## src/rtl/timer8_pkg.sv

```systemverilog
package timer8_pkg;
  localparam int SEL_W = 3;
  localparam int SEL_CODES = 1 << SEL_W;
  localparam logic [SEL_W-1:0] SEL_STOP     = 3'd0;
  localparam logic [SEL_W-1:0] SEL_EXT_FALL = 3'd6;
  localparam logic [SEL_W-1:0] SEL_EXT_RISE = 3'd7;
  localparam int MAX_PRESC = 5;

  typedef struct packed {
    logic step;   // advance the count this cycle
    logic load;   // overwrite the count this cycle
  } ctlStrobe_t;
endpackage

```

## src/rtl/timer8_pin_sync.sv

```systemverilog
module timer8_pin_sync #(
  parameter int SYNC_STAGES = 2
) (
  input  logic clk,
  input  logic rstN,
  input  logic pinIn,
  output logic riseEvt,
  output logic fallEvt
);
  localparam int LAST = SYNC_STAGES;

  logic negSample;
  logic [LAST:0] chain;

  // first capture on the opposite clock phase
  always_ff @(negedge clk or negedge rstN) begin
    if (!rstN) negSample <= 1'b0;
    else       negSample <= pinIn;
  end

  always_ff @(posedge clk or negedge rstN) begin
    if (!rstN) chain[0] <= 1'b0;
    else       chain[0] <= negSample;
  end

  for (genvar g = 1; g <= LAST; g++) begin : gStage
    always_ff @(posedge clk or negedge rstN) begin
      if (!rstN) chain[g] <= 1'b0;
      else       chain[g] <= chain[g-1];
    end
  end

  assign riseEvt = chain[LAST-1] & ~chain[LAST];
  assign fallEvt = ~chain[LAST-1] & chain[LAST];

  AST_RISE_SINGLE: assert property (@(posedge clk) disable iff (!rstN)
    riseEvt |=> !riseEvt);
  AST_FALL_SINGLE: assert property (@(posedge clk) disable iff (!rstN)
    fallEvt |=> !fallEvt);
endmodule

```

## src/rtl/timer8_ctrl.sv

```systemverilog
module timer8_ctrl
  import timer8_pkg::*;
#(
  parameter int PRESC_N     = 5,
  parameter int SYNC_STAGES = 2
) (
  input  logic             clk,
  input  logic             rstN,
  input  logic             extPin,
  input  logic [PRESC_N-1:0] prescTicks,
  input  logic [SEL_W-1:0] clkSel,
  input  logic             cntWrEn,
  output ctlStrobe_t       strobes,
  output logic             countEnable
);
  logic riseEvt, fallEvt;
  logic [SEL_CODES-1:0] tickByCode;

  timer8_pin_sync #(.SYNC_STAGES(SYNC_STAGES)) uSync (
    .clk(clk), .rstN(rstN), .pinIn(extPin),
    .riseEvt(riseEvt), .fallEvt(fallEvt)
  );

  assign tickByCode[0] = 1'b0;
  for (genvar g = 1; g <= MAX_PRESC; g++) begin : gPresc
    if (g <= PRESC_N) begin : gUsed
      assign tickByCode[g] = prescTicks[g-1];
    end else begin : gUnused
      assign tickByCode[g] = 1'b0;
    end
  end
  assign tickByCode[SEL_EXT_FALL] = fallEvt;
  assign tickByCode[SEL_EXT_RISE] = riseEvt;

  assign countEnable  = tickByCode[clkSel];
  assign strobes.load = cntWrEn;
  assign strobes.step = countEnable & ~cntWrEn;

  AST_STOPPED: assert property (@(posedge clk) disable iff (!rstN)
    (clkSel == SEL_STOP) |-> !countEnable);
  AST_EXT_IGNORES_PRESC: assert property (@(posedge clk) disable iff (!rstN)
    (clkSel == SEL_EXT_RISE) |-> (countEnable == riseEvt));
endmodule

```

## src/rtl/timer8_datapath.sv

```systemverilog
module timer8_datapath
  import timer8_pkg::*;
#(
  parameter int COUNT_W = 8
) (
  input  logic               clk,
  input  logic               rstN,
  input  ctlStrobe_t         strobes,
  input  logic               ctcMode,
  input  logic [COUNT_W-1:0] topValue,
  input  logic [COUNT_W-1:0] cntWrData,
  input  logic               ovfClr,
  output logic [COUNT_W-1:0] countValue,
  output logic               topReached,
  output logic               ovfIrq
);
  localparam logic [COUNT_W-1:0] FULL = '1;

  logic [COUNT_W-1:0] topLimit;
  logic atTop, atFull, ovfSet;

  assign topLimit   = ctcMode ? topValue : FULL;
  assign atTop      = (countValue == topLimit);
  assign atFull     = (countValue == FULL);
  assign topReached = atTop & ~strobes.load;
  assign ovfSet     = strobes.step & atFull;

  always_ff @(posedge clk or negedge rstN) begin
    if (!rstN)              countValue <= '0;
    else if (strobes.load)  countValue <= cntWrData;
    else if (strobes.step)  countValue <= atTop ? '0 : countValue + 1'b1;
  end

  always_ff @(posedge clk or negedge rstN) begin
    if (!rstN)       ovfIrq <= 1'b0;
    else if (ovfSet) ovfIrq <= 1'b1;
    else if (ovfClr) ovfIrq <= 1'b0;
  end

  AST_LOAD_WINS: assert property (@(posedge clk) disable iff (!rstN)
    strobes.load |=> countValue == $past(cntWrData));
  AST_WRAP_TOP: assert property (@(posedge clk) disable iff (!rstN)
    (strobes.step && !strobes.load && atTop) |=> countValue == '0);
  AST_INC_ONE: assert property (@(posedge clk) disable iff (!rstN)
    (strobes.step && !strobes.load && !atTop) |=>
      countValue == COUNT_W'($past(countValue) + 1'b1));
  AST_HOLD: assert property (@(posedge clk) disable iff (!rstN)
    (!strobes.step && !strobes.load) |=> $stable(countValue));
  AST_FLAG_STICKY: assert property (@(posedge clk) disable iff (!rstN)
    (ovfIrq && !ovfClr) |=> ovfIrq);
  AST_FLAG_SET: assert property (@(posedge clk) disable iff (!rstN)
    (strobes.step && !strobes.load && atFull) |=> ovfIrq);
endmodule

```

## src/rtl/ext_clk_timer8.sv

```systemverilog
module ext_clk_timer8
  import timer8_pkg::*;
#(
  parameter int COUNT_W     = 8,
  parameter int PRESC_N     = 5,
  parameter int SYNC_STAGES = 2
) (
  input  logic               clk,
  input  logic               rstN,
  input  logic               extPin,
  input  logic [PRESC_N-1:0] prescTicks,
  input  logic [SEL_W-1:0]   clkSel,
  input  logic               ctcMode,
  input  logic [COUNT_W-1:0] topValue,
  input  logic               cntWrEn,
  input  logic [COUNT_W-1:0] cntWrData,
  input  logic               ovfClr,
  output logic [COUNT_W-1:0] countValue,
  output logic               countEnable,
  output logic               topReached,
  output logic               ovfIrq
);
  ctlStrobe_t strobes;

  timer8_ctrl #(.PRESC_N(PRESC_N), .SYNC_STAGES(SYNC_STAGES)) uCtrl (
    .clk(clk), .rstN(rstN), .extPin(extPin), .prescTicks(prescTicks),
    .clkSel(clkSel), .cntWrEn(cntWrEn), .strobes(strobes),
    .countEnable(countEnable)
  );

  timer8_datapath #(.COUNT_W(COUNT_W)) uData (
    .clk(clk), .rstN(rstN), .strobes(strobes), .ctcMode(ctcMode),
    .topValue(topValue), .cntWrData(cntWrData), .ovfClr(ovfClr),
    .countValue(countValue), .topReached(topReached), .ovfIrq(ovfIrq)
  );

  AST_RESET_IDLE: assert property (@(posedge clk) disable iff (!rstN)
    $rose(rstN) |-> (countValue == '0 && !ovfIrq));
endmodule

```

## config.mk

```make
export PLATFORM = sky130hd
export DESIGN_NAME = ext_clk_timer8
export DESIGN_NICKNAME = d
export VERILOG_FILES = /design/src/rtl/timer8_pkg.sv /design/src/rtl/timer8_pin_sync.sv /design/src/rtl/timer8_ctrl.sv /design/src/rtl/timer8_datapath.sv /design/src/rtl/ext_clk_timer8.sv
export SDC_FILE = /design/constraint.sdc
export NUM_CORES = 1
export LEC_CHECK = 0
export ABC_AREA = 1
export BUFFER_PORTS_ARGS = -buffer_cell sky130_fd_sc_hd__buf_4
export CAP_MARGIN = 20
export CORE_MARGIN = 4
export CORE_UTILIZATION = 48
export CTS_BUF_LIST = sky130_fd_sc_hd__clkbuf_16
export DETAILED_ROUTE_END_ITERATION = 7
export PLACE_DENSITY = 0.79
export SKIP_LAST_GASP = 1
export SYNTH_ARGS = -nofsm -noshare
export SYNTH_HDL_FRONTEND = slang
export SYNTH_HIERARCHICAL = 1
export SYNTH_SLANG_ARGS = --single-unit
```

## constraint.sdc

```tcl
create_clock -name clk -period 1.7 [get_ports clk]
set_input_delay 0.255 -clock clk [delete_from_list [all_inputs] [get_ports clk]]
set_output_delay 0.255 -clock clk [all_outputs]
set_load 0.05 [all_outputs]
```

==> impl_metrics.env <==
export IMPL_numCtsBuffers=3
export IMPL_whs_ps=201.5
export IMPL_clockPowerShare=0.322
export IMPL_maxCapViolations=0
export IMPL_syn_nets=195
export IMPL_hold_viol=0
export IMPL_slew_headroom=0.8160
export IMPL_fin_nets=248
export IMPL_grt_overflow=0
export IMPL_leakagePower_nw=0.8906
export IMPL_hpwl_mm=2.107
export IMPL_wl_per_cell_um=13.76
export IMPL_cp_arrival_ps=1900
export IMPL_yosysTopAreaCellShare=0.2927
export IMPL_cts_sinks=13
export IMPL_status="complete, but fails checks"
export IMPL_crit_fanout=8
export IMPL_hold_path_end="uData/ovfIrq"
export IMPL_ys_warn_count=6
export IMPL_syn_area_um2=1026
export IMPL_violations="negative setup slack"
export IMPL_avgSynthCellArea_um2=6.256
export IMPL_rr_startpoint="uCtrl/uSync/chain[2]"
export IMPL_syn_inst=164
export IMPL_yosysSeqAreaShare=0.3171
export IMPL_grt_max_degree=17
export IMPL_reg2reg_slack_ps=-80
export IMPL_antenna_found_initial=0
export IMPL_worstRegToRegCells=13
export IMPL_areaGrowthSynthToFinish_pct=53.05
export IMPL_power_total_w=0.001383
export IMPL_timing_rr_end="uData/countValue[1]"
export IMPL_worst_slew_pin_slew_ps=276.1
export IMPL_root_buffer="clkbuf_16"
export IMPL_place_congestion=0.8198
export IMPL_slew_violations=0
export IMPL_rows=16
export IMPL_holdPathStages=2
export IMPL_critPathKind="reg2reg"
export IMPL_swShare=0.3713
export IMPL_diodes=0
export IMPL_grt_total_usage=0.2176
export IMPL_p_seq_frac=0.281
export IMPL_yosys_register_bits=13
export IMPL_setup_viol=9
export IMPL_cts_tree="done"
export IMPL_min_path_type="in2reg"
export IMPL_ant_nets=0
export IMPL_final_setup_tns_ps=-389.0
export IMPL_drc_errors=0
export IMPL_routed_wl_mm=3.343
export IMPL_rsz0062_at_grt="yes"
export IMPL_portBuffers=40
export IMPL_synth_area_leaders="dfrtp_1, nand2_1, nand3_1"
export IMPL_drive_gt1_frac=0.4074
export IMPL_fin_worst_skew_ps=31.66
export IMPL_p_int_w=0.0008694
export IMPL_cp_top_family="simple AND/OR/NAND/NOR gates"
export IMPL_synth_cell_types=21
export IMPL_setup_ws_ps=-75.49
export IMPL_ir_drop_mv=0.7470
export IMPL_start_util=0.5125
export IMPL_core_um2=2002
export IMPL_min_from="ovfClr"
export IMPL_grt_pass1_vias=1082
export IMPL_fmax_mhz=563.2
export IMPL_period_needed_ps=1775
export IMPL_crit_path_start_kind="flip-flop"
export IMPL_synth_top_cell_by_area="dfrtp_1"
export IMPL_worstPathCellList="inv_1 -> nor2_1 -> inv_2 -> nand2_2 -> nand3_2 -> nand3_2 -> nand2_2 -> nor2_4 -> inv_2 -> nand2_4 -> clkinvlp_4 -> a22oi_1 -> nand2_1"
export IMPL_critPathMaxStageDelay_ps=350
export IMPL_endpoint_kind="flip-flop"
export IMPL_power_density_nw_per_um2=880.6
export IMPL_die_h_um=54.23
export IMPL_viasPerCell=5.284
export IMPL_dieWidth_um=54.23
export IMPL_path_clk_slew_ps=50
export IMPL_firstDrtPassIters=6
export IMPL_p_switching_w=0.0005134
export IMPL_required_ps=1830
export IMPL_pwr_share_comb=0.396
export IMPL_period_share=1.044
export IMPL_die_area_um2=2941
export IMPL_cp_num_buf_inv=4
export IMPL_grt_pass1_wl_mm=4.602
export IMPL_critPathSlowestCell="dfrtp_1"
export IMPL_drt_iter0_markers=99
export IMPL_ios=41
export IMPL_htree_levels=1
export IMPL_clock_latency_ps=270
export IMPL_max_clock_path_buffers=2
export IMPL_vias=1284
[sequential cells by signal, summed over array words and instances (netlist names)]
signal / flops
uData/countValue: 8
uCtrl/uSync/chain: 3
uCtrl/uSync/negSample: 1
uData/ovfIrq: 1
[layout make-up]
cell class	count	area [um^2]
Inverter	38	146.4
Tap cell	27	33.78
Sequential cell	13	329.1
Timing Repair Buffer	52	400.4
Clock buffer	3	75.07
Clock inverter	1	5.005
Fill cell	139	431.7
Multi-Input combinational cell	109	580.6
[worst max-delay path by stage]
| stage | from | to | slack [ps] | cells after the start |
|---|---|---|---|---|
| final | uCtrl/uSync/chain[2] | uData/countValue[1] | -80 | 13 |
| after global routing | uCtrl/uSync/chain[1] | uData/countValue[1] | -200 | 13 |
| after CTS | uData/countValue[0] | topReached | 20 | 8 |
| after detailed placement | uCtrl/uSync/chain[1] | uData/countValue[0] | 50 | 13 |
| after global placement | uCtrl/uSync/chain[1] | uData/countValue[3] | 120 | 12 |
| after floorplan | uData/countValue[7] | topReached | 2 | 8 |
[per-stage QoR]
step / setup slack, ps / cell area [um^2] / utilization / instances
after detailed placement: 48.69 / 1364 / 0.6813 / 231
after global placement: 121.4 / 1364 / 0.6813 / 231
after global routing: -199.0 / 1570 / 0.7844 / 243
after floorplan: 1.827 / 1035 / - / 164
final: -75.49 / 1570 / 0.7844 / 243
after CTS: 18.90 / 1466 / 0.7325 / 237
[per-layer routing]
| layer | global-route usage | vias to the layer above | part of all wire |
|---|---|---|---|
| met5 | 0 | - | 0 |
| met3 | 0.04087 | 23 | 0.10 |
| met2 | 0.3506 | 87 | 0.49 |
| met4 | 0.08714 | 0 | 0.047 |
| li1 | - | 613 | - |
| met1 | 0.2857 | 561 | 0.36 |
[cells in the mapped netlist]
library cell / n
dfrtp_1: 12
nor2_1: 9
nand3_2: 3
nand2_1: 51
nor3_1: 1
buf_6: 2
inv_1: 30
o32ai_1: 1
a21oi_1: 4
nand3_1: 24
clkinv_1: 1
nand2_2: 3
o21ai_0: 1
nor2_2: 2
buf_4: 1
dfrtn_1: 1
buf_2: 1
inv_2: 7
o21ai_1: 1
ha_1: 1
a22oi_1: 8
[timing repair]
action,4_1_cts,5_1_grt
setup buffers,1,6
hold buffers,1,0
resized for setup,2,18
gates cloned,0,0
pin swaps,0,13
endpoints found under the hold margin,12,0
setup endpoints to repair,1,9
[cells in the final DEF, fill, tap and decap left out, types with 2 or more instances in the layout]
cell type / Yosys / final
buf_4: 1 / 50
nand2_1: 51 / 49
inv_1: 30 / 26
nand3_1: 24 / 24
inv_2: 7 / 10
dfrtp_1: 12 / 9
nor2_1: 9 / 6
a22oi_2: 0 / 6
nand2_2: 3 / 4
a21oi_1: 4 / 4
clkbuf_16: 0 / 3
nand3_2: 3 / 3
nor2_2: 2 / 3
dfrtp_2: 0 / 3
nor2_4: 0 / 2
a22oi_1: 8 / 2
[cells by family (layout without fill, tap and decap cells)]
logic type / after synthesis / after routing / share of synthesized area
buf+inv: 42 / 94 / 0.1732
simple gates: 93 / 93 / 0.4012
compound gates: 15 / 15 / 0.09634
flops: 13 / 13 / 0.3171
fa+ha+maj: 1 / 1 / 0.01219
[power groups by stage]
stage	sequential [W]	combinational [W]	clock [W]
4_1_cts	0.000384	0.000484	0.000448
3_3_place_gp	0.000390	0.000463	0
2_1_floorplan	0.000490	0.000200	0
5_1_grt	0.000393	0.000589	0.000469
6_report	0.000389	0.000548	0.000446
3_5_place_dp	0.000392	0.000470	0
(Power assumes the default switching activity.)
